`src/rtl/bist_pkg.sv`:
```
package bist_pkg;
  typedef enum logic [2:0] {
    ST_IDLE  = 3'd0,
    ST_CLEAR = 3'd1,
    ST_RD    = 3'd2,
    ST_WR    = 3'd3,
    ST_DONE  = 3'd4
  } bist_state_e;

  function automatic logic [3:0] rotl4(input logic [3:0] v, input int unsigned r);
    case (r % 4)
      1:       rotl4 = {v[2:0], v[3]};
      2:       rotl4 = {v[1:0], v[3:2]};
      3:       rotl4 = {v[0], v[3:1]};
      default: rotl4 = v;
    endcase
  endfunction
endpackage

```
`src/rtl/bist_seq.sv`:
```
module bist_seq
  import bist_pkg::*;
#(
  parameter int ADDR_W      = 6,
  parameter int DEPTH       = 34,
  parameter int NUM_PASSES  = 13,
  parameter bit SWEEP_ALIAS = 1'b0
) (
  input  logic              clk_i,
  input  logic              rst_ni,
  input  logic              start_i,
  output logic              en_o,
  output logic              we_o,
  output logic              clear_o,
  output logic              step_o,
  output logic              compact_o,
  output logic              init_o,
  output logic              done_o,
  output logic [ADDR_W-1:0] addr_o
);
  localparam int PASS_TOT = NUM_PASSES + 1;
  localparam int PASS_W   = $clog2(PASS_TOT + 1);
  localparam int LAST_INT = SWEEP_ALIAS ? (1 << ADDR_W) - 1 : DEPTH - 1;
  localparam logic [ADDR_W-1:0] LAST = LAST_INT[ADDR_W-1:0];
  localparam logic [PASS_W-1:0] PASS_LAST = PASS_W'(PASS_TOT - 1);

  bist_state_e       state_q, state_d;
  logic [ADDR_W-1:0] addr_q, addr_d;
  logic [PASS_W-1:0] pass_q, pass_d;
  logic              at_last;

  assign at_last = (addr_q == LAST);
  assign init_o  = start_i && (state_q == ST_IDLE || state_q == ST_DONE);

  always_comb begin
    state_d = state_q;
    addr_d  = addr_q;
    pass_d  = pass_q;
    unique case (state_q)
      ST_IDLE, ST_DONE: if (start_i) begin
        state_d = ST_CLEAR;
        addr_d  = '0;
        pass_d  = '0;
      end
      ST_CLEAR: begin
        addr_d = at_last ? '0 : addr_q + 1'b1;
        if (at_last) state_d = ST_RD;
      end
      ST_RD: state_d = ST_WR;
      ST_WR: begin
        if (!at_last) begin
          addr_d  = addr_q + 1'b1;
          state_d = ST_RD;
        end else if (pass_q == PASS_LAST) begin
          state_d = ST_DONE;
        end else begin
          addr_d  = '0;
          pass_d  = pass_q + 1'b1;
          state_d = ST_RD;
        end
      end
      default: state_d = ST_IDLE;
    endcase
  end

  always_ff @(posedge clk_i or negedge rst_ni) begin
    if (!rst_ni) begin
      state_q <= ST_IDLE;
      addr_q  <= '0;
      pass_q  <= '0;
    end else begin
      state_q <= state_d;
      addr_q  <= addr_d;
      pass_q  <= pass_d;
    end
  end

  assign en_o      = (state_q == ST_CLEAR) || (state_q == ST_RD) || (state_q == ST_WR);
  assign we_o      = (state_q == ST_CLEAR) || (state_q == ST_WR);
  assign clear_o   = (state_q == ST_CLEAR);
  assign step_o    = (state_q == ST_WR);
  assign compact_o = (state_q == ST_WR) && (pass_q != '0);
  assign done_o    = (state_q == ST_DONE);
  assign addr_o    = addr_q;

  // never address past the configured sweep end
  a_r7_addr_range: assert property (@(posedge clk_i) disable iff (!rst_ni)
    en_o |-> (addr_o <= LAST));

  // clear sweep advances one address per cycle
  a_r2_clear_step: assert property (@(posedge clk_i) disable iff (!rst_ni)
    (clear_o && addr_o != LAST) |=> (clear_o && addr_o == $past(addr_o) + 1'b1));
endmodule

```
`src/rtl/bist_lfsr_gen.sv`:
```
module bist_lfsr_gen
  import bist_pkg::*;
#(
  parameter int DATA_W = 140
) (
  input  logic              clk_i,
  input  logic              rst_ni,
  input  logic              init_i,
  input  logic              step_i,
  output logic [DATA_W-1:0] word_o
);
  localparam int NSL = (DATA_W + 3) / 4;
  localparam logic [3:0] SEED = 4'b0001;

  logic [3:0]       s_q;
  logic [NSL*4-1:0] full;

  always_ff @(posedge clk_i or negedge rst_ni) begin
    if (!rst_ni)     s_q <= SEED;
    else if (init_i) s_q <= SEED;
    else if (step_i) s_q <= {s_q[2:0], s_q[3] ^ s_q[2]};
  end

  for (genvar k = 0; k < NSL; k++) begin : g_slice
    assign full[4*k +: 4] = rotl4(s_q, k);
  end

  assign word_o = full[DATA_W-1:0];

  // state never collapses to the all-zero lock-up value
  a_r4_lfsr_nonzero: assert property (@(posedge clk_i) disable iff (!rst_ni)
    s_q != 4'b0000);
endmodule

```
`src/rtl/bist_misr.sv`:
```
module bist_misr #(
  parameter int DATA_W = 140,
  parameter int TAP_A  = 1,
  parameter int TAP_B  = 4,
  parameter int TAP_C  = 9
) (
  input  logic              clk_i,
  input  logic              rst_ni,
  input  logic              init_i,
  input  logic              compact_i,
  input  logic [DATA_W-1:0] data_i,
  output logic [DATA_W-1:0] sig_o
);
  localparam logic [DATA_W-1:0] MASK = (DATA_W'(1)) | (DATA_W'(1) << TAP_A)
                                     | (DATA_W'(1) << TAP_B) | (DATA_W'(1) << TAP_C);
  logic [DATA_W-1:0] sig_q;

  always_ff @(posedge clk_i or negedge rst_ni) begin
    if (!rst_ni)        sig_q <= '0;
    else if (init_i)    sig_q <= '0;
    else if (compact_i) sig_q <= {sig_q[DATA_W-2:0], 1'b0}
                                 ^ ({DATA_W{sig_q[DATA_W-1]}} & MASK) ^ data_i;
  end

  assign sig_o = sig_q;

  // signature moves only on a compaction or a restart
  a_r5_hold_unless_compact: assert property (@(posedge clk_i) disable iff (!rst_ni)
    (!compact_i && !init_i) |=> $stable(sig_o));

  a_r5_cleared_at_start: assert property (@(posedge clk_i) disable iff (!rst_ni)
    init_i |=> (sig_o == '0));
endmodule

```
`src/rtl/sram_lfsr_bist.sv`:
```
module sram_lfsr_bist #(
  parameter int DATA_W      = 140,
  parameter int ADDR_W      = 6,
  parameter int DEPTH       = 34,
  parameter int NUM_PASSES  = 13,
  parameter bit SWEEP_ALIAS = 1'b0
) (
  input  logic              clk_i,
  input  logic              rst_ni,
  input  logic              start_i,
  output logic              done_o,
  output logic [DATA_W-1:0] sig_o,
  output logic              mem_en_o,
  output logic              mem_we_o,
  output logic [ADDR_W-1:0] mem_addr_o,
  output logic [DATA_W-1:0] mem_wdata_o,
  input  logic [DATA_W-1:0] mem_rdata_i
);
  logic              clear, step, compact, init;
  logic [DATA_W-1:0] pat_word;

  bist_seq #(
    .ADDR_W(ADDR_W), .DEPTH(DEPTH), .NUM_PASSES(NUM_PASSES), .SWEEP_ALIAS(SWEEP_ALIAS)
  ) u_seq (
    .clk_i(clk_i), .rst_ni(rst_ni), .start_i(start_i),
    .en_o(mem_en_o), .we_o(mem_we_o), .clear_o(clear), .step_o(step),
    .compact_o(compact), .init_o(init), .done_o(done_o), .addr_o(mem_addr_o)
  );

  bist_lfsr_gen #(.DATA_W(DATA_W)) u_gen (
    .clk_i(clk_i), .rst_ni(rst_ni), .init_i(init), .step_i(step), .word_o(pat_word)
  );

  bist_misr #(.DATA_W(DATA_W)) u_misr (
    .clk_i(clk_i), .rst_ni(rst_ni), .init_i(init), .compact_i(compact),
    .data_i(mem_rdata_i), .sig_o(sig_o)
  );

  assign mem_wdata_o = clear ? '0 : pat_word;

  // a read is always followed by a write to the same address
  a_r3_read_then_write: assert property (@(posedge clk_i) disable iff (!rst_ni)
    (mem_en_o && !mem_we_o) |=> (mem_en_o && mem_we_o && mem_addr_o == $past(mem_addr_o)));

  // no memory traffic once done
  a_r1_done_quiet: assert property (@(posedge clk_i) disable iff (!rst_ni)
    done_o |-> !mem_en_o);

  // signature frozen while done and not restarted
  a_r8_sig_held: assert property (@(posedge clk_i) disable iff (!rst_ni)
    (done_o && !start_i) |=> $stable(sig_o));
endmodule

```
`config.mk`:
```
export PLATFORM = sky130hd
export DESIGN_NAME = sram_lfsr_bist
export DESIGN_NICKNAME = d
export VERILOG_FILES = /design/src/rtl/bist_pkg.sv /design/src/rtl/bist_seq.sv /design/src/rtl/bist_lfsr_gen.sv /design/src/rtl/bist_misr.sv /design/src/rtl/sram_lfsr_bist.sv
export SDC_FILE = /design/constraint.sdc
export NUM_CORES = 1
export LEC_CHECK = 0
export BUFFER_PORTS_ARGS = -buffer_cell sky130_fd_sc_hd__buf_2
export CAP_MARGIN = 40
export CORE_AREA = 2 2 169 171
export CTS_CLUSTER_SIZE = 10
export DETAILED_ROUTE_END_ITERATION = 6
export DIE_AREA = 0 0 171 173
export PLACE_DENSITY = 0.67
export SKIP_CTS_REPAIR_TIMING = 1
export SLEW_MARGIN = 0
export SYNTH_ARGS = -nofsm -noshare
export SYNTH_HDL_FRONTEND = slang
export SYNTH_HIERARCHICAL = 1
export SYNTH_SLANG_ARGS = --single-unit
```
`constraint.sdc`:
```
create_clock -name clk_i -period 2.5 [get_ports clk_i]
set_clock_uncertainty 0.15 [all_clocks]
set_input_delay 0.25 -clock clk_i [delete_from_list [all_inputs] [get_ports clk_i]]
set_output_delay 0.25 -clock clk_i [all_outputs]
set_load 0.1 [all_outputs]
```
Yosys cells after proc, flatten, opt, wreduce, memory -nomap -nowiden
Index checks and enable logic that the tools add are counted.
{ "op_classes": {"n_addsub": 2, "n_eq_ne": 11, "muxes": 19, "bitwise": 3, "reduce_logical": 16} }
{ "op_table": {"columns": ["op", "n"], "rows": [
  ["two-way mux 140 bit", 3],
  ["bitwise XOR 140 x 10 -> 140 bit", 1],
  ["bitwise XOR 140 bit", 1],
  ["two-way mux 6 bit", 4],
  ["two-way mux 4 bit", 5],
  ["one-hot mux 6 bit (3 select lines)", 1],
  ["two-way mux 3 bit", 4],
  ["one-hot mux 3 bit (4 select lines)", 1],
  ["one-hot mux 4 bit (2 select lines)", 1],
  ["adder 6 x 1 -> 6 bit (second input constant)", 1],
  ["equality test 3 x 2 -> 1 bit (second input constant)", 2],
  ["equality test 6 bit (second input constant)", 1],
  ["nonzero test 2 bit", 3],
  ["adder 4 x 1 -> 4 bit (second input constant)", 1],
  ["equality test 4 bit (second input constant)", 1],
  ["logical OR 1 bit", 4],
  ["!= test 2 x 1 -> 1 bit (second input constant)", 2],
  ["!= test 2 bit (second input constant)", 2],
  ["AND reduction 4 bit", 1],
  ["nonzero test 4 bit", 1],
  ["equality test 3 x 1 -> 1 bit (second input constant)", 1],
  ["equality test 3 bit (second input constant)", 1],
  ["logical NOT 3 bit", 1],
  ["!= test 3 bit (second input constant)", 1],
  ["6 further kinds", 7]
]} }
{ "totals": {"reg_bits": 157, "input_bits": 143, "out_inout_bits": 289, "elab_cells": 56} }

Depth between registers and ports, before layout
Gate-level depths: netlist of the first run.
{ "logic_depth": {"word_depth": 4, "depth_mapped": 8, "depth_no_buf": 6} }

Cells and area by module
Netlist of the first run, hierarchy kept.
{ "modules_own_cells": {"columns": ["mod", "instances", "cells_each", "area_each_um2", "seq_area_each_um2"], "rows": [
  ["bist_misr", 1, 611, 7071.8, 3503.4],
  ["bist_lfsr_gen", 1, 151, 1194.9, 101.3],
  ["sram_lfsr_bist", 1, 155, 953.4, 0.0],
  ["bist_seq", 1, 75, 777.0, 325.3]
]} }

Least setup slack after synthesis of the first run
Ideal clock, no wire load.
{ "synth_path": {"kind": "reg-to-output", "from": "register u_seq.state_q[0]", "to": "output port mem_wdata_o[100]", "t_arrival_ps": 3025, "required_time_ps": 2100, "setup_slack_ps": -925, "path_stages_with_launch": 6, "n_path_buf": 2, "path_cell_list": "dfrtp_1 > and2b_1 > and2b_1 > buf_4 > buf_2 > nor2b_1"} }
{ "synth_between": {"elab_chain_cells": 2} }
{ "synth_rtl": {"columns": ["element", "line_no", "source"], "rows": [
  ["start: declaration", "bist_seq.sv:27", "bist_state_e state_q, state_d;"],
  ["start signal: assignment", "bist_seq.sv:72", "state_q <= state_d;"],
  ["equality test 3 x 1 -> 1 bit", "bist_seq.sv:80", "assign clear_o = (state_q == ST_CLEAR);"],
  ["named net clear", "sram_lfsr_bist.sv:19", "logic clear, step, compact, init;"],
  ["two-way mux 140 bit", "sram_lfsr_bist.sv:39", "assign mem_wdata_o = clear ? '0 : pat_word;"],
  ["end: declaration", "sram_lfsr_bist.sv:16", "output logic [DATA_W-1:0] mem_wdata_o,"]
]} }
The timed path passes the listed nets, and every way through them passes these cells.

Worst setup path in the final report of the first run
{ "layout_path": {"from": "register u_seq.state_q[0]", "to": "output port mem_wdata_o[118]"} }
{ "layout_between": {"elab_chain_cells": 2} }
{ "layout_rtl": {"columns": ["element", "line_no"], "rows": [
  ["equality test 3 x 1 -> 1 bit", "bist_seq.sv:80"],
  ["two-way mux 140 bit", "sram_lfsr_bist.sv:39"]
]} }
No other way between the ends.

==> results.md, run 1 <==
- Run status: complete, but fails checks
- Failing checks: hold timing
- Pin count of the biggest net entering global routing: 89
- CTS tree: built
- Final count of negative-setup-slack endpoints: 0
- Commonest non-fill, non-tap cell in the layout: buf_2
- Post-Synthesis Cells: around 1000
- H-tree depth: 4
- Final #Nets: around 1500
- Dpl cells: 1620
- CTS max path bufs: 2
- Simple-gate portion of the synthesized area: about 16%
- HPWL Detailed: 19690 um
- Hold Crit Class: in2reg
- Worst path arrival time: between 2000 and 2500 ps
- Post-synth top flop: dfrtp_1
- Commonest non-fill, non-tap cells in the layout: buf_2 (290), dfrtp_1 (154), nor2_1 (147), xnor2_1 (140), dlygate4sd3_1 (112)
- Synth cell types: 43
- Max stage delay cell, worst path: dfrtp_2
- Post-Synth XOR/XNOR Area: between 10% and 20%
- Share of layout cells above drive strength 1: between 40% and 50%
- Gr usage total: between 15 and 20%
- Drt drc: 0
- Slew Viols, Final: 0
- Max FO, Critical Path: 22
- Synthesized Nets: ~1100
- Worst-Skew Late Latency: between 400 and 500 ps
- DR vias: approximately 8300
- CP Cell Sequence: and2b_2 -> and2b_4 -> buf_16 -> nor2b_1 -> clkbuf_4
- FFs w/ async S/R, synth: 100.0%
- DR WL/cell: about 17 um
- #FFs+latches synth: 157
- Iteration-0 DRC Markers: ~410
- WS Path Type: reg2out
- Area grow syn2layout: 43.78%
- Initial Utilization: between 30% and 40%
- Sequential share of the synthesized area: between 30% and 40%
- First-pass DRT Iterations: 5
- CTS buffer count: 17
- Slew headroom: 59.17%
- Rows: 61
- Cell Count, Final, Fillers Out: approximately 1800
- Placed cell areas: around 0.012 sq mm
- Crit share post-route: a little under 100%
- EDFF count, synth: 0
- Vias per cell: roughly 4.7
- Largest family of logic cells by synthesized area: simple AND/OR/NAND/NOR gates
- FF+latch area: slightly below 0.004 sq mm
- Avg Synthesized Cell Area: a little over 10 sq um
- CTS sink cnt: 157
- Crit-path max cell delay: between 400 and 500 ps
- Synth Warn #: 6
- Global-route wire length before repair: between 40000 and 50000 um
- Post-Synth Adder-Cell Area: less than 1%
- Initial antenna violation count: 3
- Global route overflow: 0
- Final WL: a little under 30000 um
- Max capacitance violation total: 0
- Slew of the pin with the lowest slew margin: a little over 600 ps
- Core outline area: roughly 0.028 sq mm
- Startpoint types: flip-flop
- Mapped cell area: 0.009997 sq mm
- Ports: between 400 and 500
- Hold slack final: -16.87 ps
- Die X: roughly 170 um
- Reg clk slew, reported paths: 80 ps
- Data required, critical path: between 2000 and 2500 ps
- Vias in the first global route: around 7300
- Complex-gate fraction of the synthesized area: 15.97%
- Die ar.: 0.02958 sq mm
- Post-synthesis mux area share: less than 1%
- Crit path time final: roughly 2400 ps
- Layout fillers: 2370
- Gp weighted congestion: between 0.8 and 0.9
- Die H: about 170 um
- Post-route cell area: roughly 0.014 sq mm
- I/O Buffers: about 430
- CTS Root Cell: clkbuf_16
- Fmax: a little over 0.4 GHz
- Multi-input logic area: around 0.0050 sq mm
- Final Hold Viols: 10
- Antenna Violating Nets Remaining: 0
- Setup crit end kind: output pin
[metal layers]
| layer | track usage (%) | wire length (um) | vias to the layer above |
|---|---|---|---|
| li1 | - | - | 3935 |
| met2 | 29.35 | 14890 | 364 |
| met3 | 4.463 | 1904 | 44 |
| met4 | 7.274 | 857 | 2 |
| met1 | 21.25 | 12040 | 3945 |
| met5 | 0 | 10 | - |
[cells in the mapped netlist (3+ instances only)]
library cell / number / area share, %
a211oi_1: 57 / 4.3
a211oi_2: 80 / 10
a21o_1: 3 / 0.23
a21oi_1: 3 / 0.15
buf_2: 48 / 2.4
buf_4: 139 / 10
buf_6: 12 / 1.4
dfrtp_1: 156 / 39
ha_1: 5 / 0.63
inv_1: 8 / 0.30
mux2i_1: 4 / 0.40
nand2_1: 4 / 0.15
nand3_1: 4 / 0.20
nor2_1: 147 / 5.5
nor2b_1: 140 / 8.8
nor3_1: 3 / 0.15
nor3b_1: 3 / 0.23
o2bb2ai_1: 3 / 0.26
xnor2_1: 140 / 12
[kinds of logic after synthesis]
group	after synthesis
and+or+nand+nor	314
buffers and inverters	208
AOI/OAI and AO/OA	160
DFF	157
xor gates and xnor gates	143
muxes	5
adders and majority gates	5
[sequential cells by signal (all words and copies together), names as in the netlist]
signal	count
u_gen/s_q	4
u_misr/sig_o	140
u_seq/state_q	3
u_seq/pass_q	4
u_seq/addr_o	6
[cell type report]
| type | count | area share (%) |
|---|---|---|
| inverters | 8 | 0.2089 |
| diodes | 2 | 0.03482 |
| repair buffers | 569 | 29.78 |
| clock buffers | 17 | 2.960 |
| clock inverters | 15 | 1.323 |
| flip-flops and latches | 157 | 27.36 |
| multi-input cells | 628 | 35.05 |
| well taps | 378 | 3.290 |
[stage by stage]
| stage | utilization, % | setup TNS [ps] | hold slack [ps] | setup WS (ps) |
|---|---|---|---|---|
| 5_1_grt | 52.02 | -3.833 | -1.400 | -3.833 |
| 2_1_floorplan | - | -63350 | -195.6 | -700.6 |
| 4_1_cts | 45.29 | -18380 | -408.9 | -175.0 |
| 3_5_place_dp | 43.07 | 0 | 60.73 | 309.7 |
| 3_3_place_gp | 43.07 | 0 | 63.72 | 362.9 |
| 6_report | 52.02 | 0 | -16.87 | 80.66 |
[worst paths after layout]
| path | slack (ps) | cells after the start | endpoint | startpoint |
|---|---|---|---|---|
| max | 80 | 5 | mem_wdata_o[118] | u_seq/state_q[0]$_DFFE_PN0P_ |
| min | -20 | 3 | u_misr/sig_o[40]$_DFFE_PN0P_ | mem_rdata_i[40] |
| max reg2reg | 260 | 6 | u_misr/sig_o[91]$_DFFE_PN0P_ | u_seq/state_q[1]$_DFFE_PN0P_ |
| min reg2reg | 350 | 1 | u_seq/state_q[1]$_DFFE_PN0P_ | u_seq/state_q[2]$_DFFE_PN0P_ |
| max in group asynchronous | 1290 | 3 | u_gen/s_q[0]$_DFFE_PN1P_ | rst_ni |
| min in group asynchronous | 150 | 2 | u_misr/sig_o[121]$_DFFE_PN0P_ | rst_ni |
[worst max-delay path, delay by kind of cell, from the launching register on]
family                 cells  cell delay [ps]
buffers and inverters      2              520
flip-flops                 1              450
AND/OR/NAND/NOR            3              620
Power of run 1 is not shown: default switching activity piles up to over one toggle a cycle in this logic, so the estimate is an artifact.
==> run 2: changes to the inputs <==
--- a/config.mk
+++ b/config.mk
@@ -12,6 +12,7 @@
 export DETAILED_ROUTE_END_ITERATION = 6
 export DIE_AREA = 0 0 171 173
 export PLACE_DENSITY = 0.67
+export REMOVE_ABC_BUFFERS = 1
 export SKIP_CTS_REPAIR_TIMING = 1
 export SLEW_MARGIN = 0
 export SYNTH_ARGS = -nofsm -noshare
==> run 2 against run 1 <==
The run still ends with hold timing left. Die area did not move. Register-to-register slack better by 80 ps. First-iteration DRC count decreased by 9.9%. Global-route usage shrank 1.4 points. Sequential cell count stayed put. Hold slack lost 5.7 ps. Utilization decreased by 2.3 points. Worst setup slack worse by 0.59 ps. Final cell count is 0.90% lower. Largest cell class unchanged.
==> results.md, run 2 (synthesis results as in run 1) <==
- Run status: complete, but fails checks
- Failing checks: hold timing
- Vias per cell: 4.560 (-2.4%)
- Max capacitance violation total: 0 (unchanged)
- Final count of negative-setup-slack endpoints: 0 (unchanged)
- CTS sink cnt: 157 (unchanged)
- Gp weighted congestion: 0.7895 (-4.7%)
- Family with the most delay on the worst path: simple AND/OR/NAND/NOR gates
- Critical R2R Capture: u_misr/sig_o[17]$_DFFE_PN0P_
- FF+latch area: 0.003931 sq mm (about the same)
- Iteration-0 DRC Markers: 372 (-9.9%)
- Buf+Inv Stages, Crit Path: 1 (-1)
- Slew of the pin with the lowest slew margin: 798.8 ps (+186.4 ps)
- Multi-input logic area: 0.004653 sq mm (-7.6%)
- Max reg flops: 140 (unchanged)
- Crit path time final: 2420 ps (+0.5931 ps)
- Worst R2R Path Depth: 6 (unchanged)
- Ports: 432 (unchanged)
- Setup crit end kind: output pin
- DR vias: 8016 (-3.3%)
- Worst path arrival time: 2020 ps (about the same)
- Share of layout cells above drive strength 1: 42.25% (-3.6 points)
- Slew headroom: 46.74% (-12 points)
- Reg clk slew, reported paths: 70 ps (about the same)
- Worst slack, placed: 302.5 ps (-7.198 ps)
- Setup ws final: 80.07 ps (-0.5931 ps)
- Placed cell areas: 0.01169 sq mm (-1.8%)
- RSZ-0062 raised after global routing: yes
- Max stage delay cell, worst path: buf_2
- Reg-to-Reg Start: u_seq/state_q[1]$_DFFE_PN0P_
- Hold Path Sink: u_misr/sig_o[138]$_DFFE_PN0P_
- Commonest non-fill, non-tap cell in the layout: buf_2
- Fmax: 0.4132 GHz (about the same)
- Die ar.: 0.02958 sq mm (unchanged)
- Area grow syn2layout: 37.56%
- Drt drc: 0 (unchanged)
- Rows: 61 (unchanged)
- Initial Utilization: 36.18% (unchanged)
- Die X: 171 um (unchanged)
- Worst-Skew Late Latency: 420 ps (about the same)
- DR WL/cell: 15.21 um (-9.1%)
- Post-route cell area: 0.01375 sq mm (-4.3%)
- CTS max path bufs: 2 (unchanged)
- Crit-path max cell delay: 450 ps (about the same)
- Initial antenna violation count: 0 (-3)
- Global route overflow: 0 (unchanged)
- Final #Nets: 1515 (-0.92%)
- CTS Root Cell: clkbuf_16
- Worst Hold Depth: 3 (unchanged)
- N_diodes: 0 (-2)
- Final WL: 26740 um (-10%)
- First-pass DRT Iterations: 4 (-1)
- H-tree depth: 4 (unchanged)
- Post-layout util: 49.77% (-2.3 points)
- Antenna Violating Nets Remaining: 0 (unchanged)
- Hold slack final: -22.61 ps (-5.743 ps)
- HPWL Detailed: 17790 um (-9.6%)
- Layout fillers: 2529 (+6.7%)
- Hold Crit Class: in2reg
- Gr usage total: 16.11% (-1.4 points)
- CTS tree: built
- R2r setup slk: 340 ps (+80 ps)
- Crit path depth: 4 (-1)
- Slew Viols, Final: 0 (unchanged)
- CP most frequent cell: and2b_2
- Commonest non-fill, non-tap cells in the layout: buf_2 (303), dfrtp_1 (155), nor2_1 (147), xnor2_1 (140), nor2b_1 (138)
- Max FO, Critical Path: 15 (-32%)
- Pin count of the biggest net entering global routing: 84 (-5.6%)
- Startpoint types: flip-flop
- CP Cell Sequence: and2b_2 -> and2b_2 -> nor2b_1 -> buf_2
- WS Path Type: reg2out
- Vias in the first global route: 7432 (+2.0%)
- Global-route wire length before repair: 38790 um (-4.1%)
- Core outline area: 0.02763 sq mm (unchanged)
- I/O Buffers: 431 (unchanged)
- Die H: 173 um (unchanged)
- Data required, critical path: 2100 ps (about the same)
- Final Hold Viols: 3 (-7)
- CTS buffer count: 17 (unchanged)
- Crit share post-route: 96.80% (about the same)
- Hold path start: mem_rdata_i[138]
==> run 2: cell count changes in the layout (fill, tap and decap cells not counted), moves of 5 or more <==
cell,delta
dlygate4sd3_1,-15
clkinv_8,-5
clkbuf_4,+15
buf_6,-5
buf_12,+6
buf_2,+13
nor2b_1,+55
nor2b_2,-6
nor2b_4,-49
buf_4,-24
==> run 2: worst max-delay path by stage <==
stage,slack [ps],to,from
after global routing,-30,mem_wdata_o[113],u_seq/state_q[2]$_DFFE_PN0P_
after detailed placement,300,mem_wdata_o[73],u_seq/state_q[2]$_DFFE_PN0P_
after floorplan,-13750,u_misr/sig_o[4]$_DFFE_PN0P_,u_seq/pass_q[2]$_DFFE_PN0P_
after CTS,-170,mem_wdata_o[73],u_seq/state_q[2]$_DFFE_PN0P_
after global placement,380,mem_wdata_o[4],u_seq/state_q[2]$_DFFE_PN0P_
final,80,mem_wdata_o[111],u_seq/state_q[2]$_DFFE_PN0P_
==> run 2: tightest hold or removal path, stage by stage <==
cell and delay (ps):
buf_2 80, xnor2_1 110, a211oi_1 60
==> run 2: cell type report <==
cell class                      count  area share (%)
Multi-Input combinational cell    628           33.84
Clock inverter                     14           1.065
Tap cell                          378           3.439
Timing Repair Buffer              555           29.73
Clock buffer                       18           3.121
Inverter                            8          0.2184
Sequential cell                   157           28.59
==> run 2: through the flow <==
stage / instances / TNS (ps)
5_1_grt: 1758 / -147.8
3_3_place_gp: 1626 / 0
6_report: 1758 / 0
3_5_place_dp: 1626 / 0
2_1_floorplan: 792 / -2244410
4_1_cts: 1658 / -11750
==> run 2: layer usage <==
metal	vias to the layer above	wire length (um)	global-route usage, %
li1	3902	-	-
met1	3833	11120	20.06
met2	241	13900	27.65
met3	40	1165	3.456
met4	0	556	5.085
met5	-	0	0
Power of run 2 is left out for the same reason.
==> run 3: changes to the inputs <==
--- a/config.mk
+++ b/config.mk
@@ -5,12 +5,13 @@
 export SDC_FILE = /design/constraint.sdc
 export NUM_CORES = 1
 export LEC_CHECK = 0
+export ABC_AREA = 1
 export BUFFER_PORTS_ARGS = -buffer_cell sky130_fd_sc_hd__buf_2
 export CAP_MARGIN = 40
-export CORE_AREA = 2 2 169 171
+export CORE_AREA = 2 2 167 169
 export CTS_CLUSTER_SIZE = 10
 export DETAILED_ROUTE_END_ITERATION = 6
-export DIE_AREA = 0 0 171 173
+export DIE_AREA = 0 0 169 171
 export PLACE_DENSITY = 0.67
 export REMOVE_ABC_BUFFERS = 1
 export SKIP_CTS_REPAIR_TIMING = 1
==> run 3 against run 2 <==
The flow still finishes with violations (hold timing). Sequential share of layout area up 2.2 points. Final cell count up 9.8%. Synthesized cell count up 20%. Hold slack worse by 15 ps. Critical path depth up 2. Design area down 7.2%. Register-to-register slack worse by 20 ps. Via count up 5.2%. Critical path type unchanged. Largest cell class is now sequential cells.
==> results.md, run 3 <==
- Run status: complete, but fails checks
- Failing checks: hold timing
- Worst slack, placed: 339.6 ps (+37.17 ps)
- Hold Path Sink: u_misr/sig_o[26]$_DFFE_PN0P_
- Synth cell types: 25 (-42%)
- Slew of the pin with the lowest slew margin: 522.9 ps (-275.9 ps)
- CTS buffer count: 17 (unchanged)
- Setup TNS: 0 ps (unchanged)
- First-pass DRT Iterations: 5 (+1)
- Final WL: 26320 um (-1.6%)
- N_diodes: 0 (unchanged)
- CTS tree: built
- Post-synth top area share: 40.82% (+1.8 points)
- Slew Viols, Final: 0 (unchanged)
- FFs w/ async S/R, synth: 100.0% (unchanged)
- Setup crit end kind: output pin
- Reg clk slew, reported paths: 80 ps (about the same)
- Pin count of the biggest net entering global routing: 126 (+50%)
- DR WL/cell: 13.63 um (-10%)
- R2r setup slk: 320 ps (-20 ps)
- Reg-to-Reg Start: u_seq/state_q[2]$_DFFE_PN0P_
- Worst-Skew Late Latency: 420 ps (about the same)
- HPWL Detailed: 17320 um (-2.6%)
- Hold path start: mem_rdata_i[26]
- Die X: 169 um (-1.2%)
- Max reg flops: 140 (unchanged)
- Largest family of logic cells by synthesized area: buffers and inverters
- Antenna Violating Nets Remaining: 0 (unchanged)
- DR vias: 8435 (+5.2%)
- Vias in the first global route: 7042 (-5.2%)
- EDFF count, synth: 0 (unchanged)
- Rows: 61 (unchanged)
- Initial antenna violation count: 1 (+1)
- Cell Count, Final, Fillers Out: 1931 (+9.8%)
- Synth Warn #: 6 (unchanged)
- Sequential share of the synthesized area: 41.09% (+1.8 points)
- Post-Synth XOR/XNOR Area: 12.91% (+0.23 points)
- Post-Synth Adder-Cell Area: 0.6541% (+0.028 points)
- Slew headroom: 65.38% (+19 points)
- Worst R2R Path Depth: 10 (+4)
- Commonest non-fill, non-tap cell in the layout: buf_2
- Share of layout cells above drive strength 1: 32.24% (-10 points)
- Iteration-0 DRC Markers: 364 (-2.2%)
- Commonest cells post-synth: nand2_1 (204), inv_1 (166), dfrtp_1 (156), nor2_1 (144), xnor2_1 (138)
- Initial Utilization: 35.00% (-1.2 points)
- Count leader, synth: nand2_1
- Final Hold Viols: 24 (+21)
- Max capacitance violation total: 0 (unchanged)
- Post-synth top flop: dfrtp_1
- Commonest non-fill, non-tap cells in the layout: buf_2 (369), nand2_1 (203), inv_1 (166), dfrtp_1 (156), nor2_1 (142)
- Drt drc: 0 (unchanged)
- Critical path launch point: u_seq/state_q[2]$_DFFE_PN0P_
- Avg Synthesized Cell Area: 8.057 sq um (-20%)
- Data required, critical path: 2100 ps (about the same)
- Area grow syn2layout: 33.43%
- Cell taking the most area after synthesis: dfrtp_1
- Synth area leaders: dfrtp_1 (41%), xnor2_1 (13%), buf_4 (11%)
- Crit path time final: 2396 ps (-24.28 ps)
- Setup ws final: 104.3 ps (+24.28 ps)
- CTS max path bufs: 2 (unchanged)
- Post-Synthesis Cells: 1187 (+20%)
- Hold slack final: -37.83 ps (-15.22 ps)
- Gr usage total: 15.76% (-0.35 points)
- Die H: 171 um (-1.2%)
- Mapped cell area: 0.009564 sq mm (-4.3%)
- Final count of negative-setup-slack endpoints: 0 (unchanged)
- Hold Crit Class: in2reg
- Ports: 432 (unchanged)
- Global route overflow: 0 (unchanged)
- WS Path Type: reg2out
- RSZ-0062 raised after global routing: yes
- Complex-gate fraction of the synthesized area: 7.418% (-8.6 points)
- Critical R2R Capture: u_misr/sig_o[61]$_DFFE_PN0P_
- Fmax: 0.4174 GHz (+1.0%)
- H-tree depth: 4 (unchanged)
- Core outline area: 0.02732 sq mm (-1.1%)
- CTS Root Cell: clkbuf_16
- Simple-gate portion of the synthesized area: 16.56% (+0.19 points)
- #FFs+latches synth: 157 (unchanged)
- I/O Buffers: 431 (unchanged)
- Die ar.: 0.02890 sq mm (-2.3%)
- Worst path arrival time: 2000 ps (-20 ps)
- Max FO, Critical Path: 62 (+47)
- Dpl cells: 1797 (+11%)
- Crit share post-route: 95.83% (-0.97 points)
- Post-synthesis mux area share: 0% (-0.51 points)
- CTS sink cnt: 157 (unchanged)
- Vias per cell: 4.368 (-4.2%)
- Global-route wire length before repair: 36560 um (-5.7%)
- Final #Nets: 1720 (+14%)
- Gp weighted congestion: 0.8290 (+5.0%)
- Startpoint types: flip-flop
- Worst Hold Depth: 3 (unchanged)
==> run 3: changes by cell type after synthesis, sizes merged, moves of 11 or more <==
| cell | delta |
|---|---|
| o21ai | +132 |
| nor2 | +11 |
| buf | -16 |
| nor2b | -140 |
| a211oi | -137 |
| nand2 | +204 |
| nand3 | +16 |
| inv | +160 |
==> run 3: layout make-up <==
class / instances / area, sq um
Tap cell: 346 / 432.9
Fill cell: 2591 / 14560
Sequential cell: 157 / 3934
Timing Repair Buffer: 549 / 3545
Multi-Input combinational cell: 679 / 3608
Clock inverter: 14 / 170.2
Inverter: 168 / 631.9
Clock buffer: 18 / 439.2
==> run 3: cells by family after synthesis <==
logic type / Yosys count
flip-flops: 157
AO/OA/AOI/OAI: 140
XOR/XNOR: 141
AND/OR/NAND/NOR: 393
adder cells (fa/ha/maj): 5
buffers and inverters: 351
==> run 3: how the worst max path moves through the flow <==
| stage | to | depth (start not counted) |
|---|---|---|
| detailed placement | u_misr/sig_o[52]$_DFFE_PN0P_ | 10 |
| global route | mem_wdata_o[102] | 6 |
| floorplan | mem_wdata_o[0] | 4 |
| finish | mem_wdata_o[58] | 6 |
| CTS | mem_wdata_o[126] | 6 |
| global placement | u_misr/sig_o[62]$_DFFE_PN0P_ | 10 |
==> run 3: worst max-delay path, stage by stage (launching register included) <==
cell     delay [ps]
dfrtp_1         390
inv_1           140
nand2_2         120
nor2_4          220
buf_12          300
nor2_1           80
buf_2           300
==> run 3: stage by stage <==
step                area (sq um)  util, %
global placement           10960    40.11
detailed placement         10960    40.11
finish                     12760    46.70
CTS                        11570    42.34
floorplan                   8152        -
global route               12760    46.70
==> run 3: per-layer routing <==
metal | vias up | wire length (um) | track usage (%)
li1 | 4187 | - | -
met1 | 3857 | 11010 | 19.30
met2 | 355 | 12870 | 26.69
met3 | 34 | 1913 | 4.626
met4 | 2 | 512 | 5.165
met5 | - | 13 | 0
Power of run 3 is left out for the same reason.
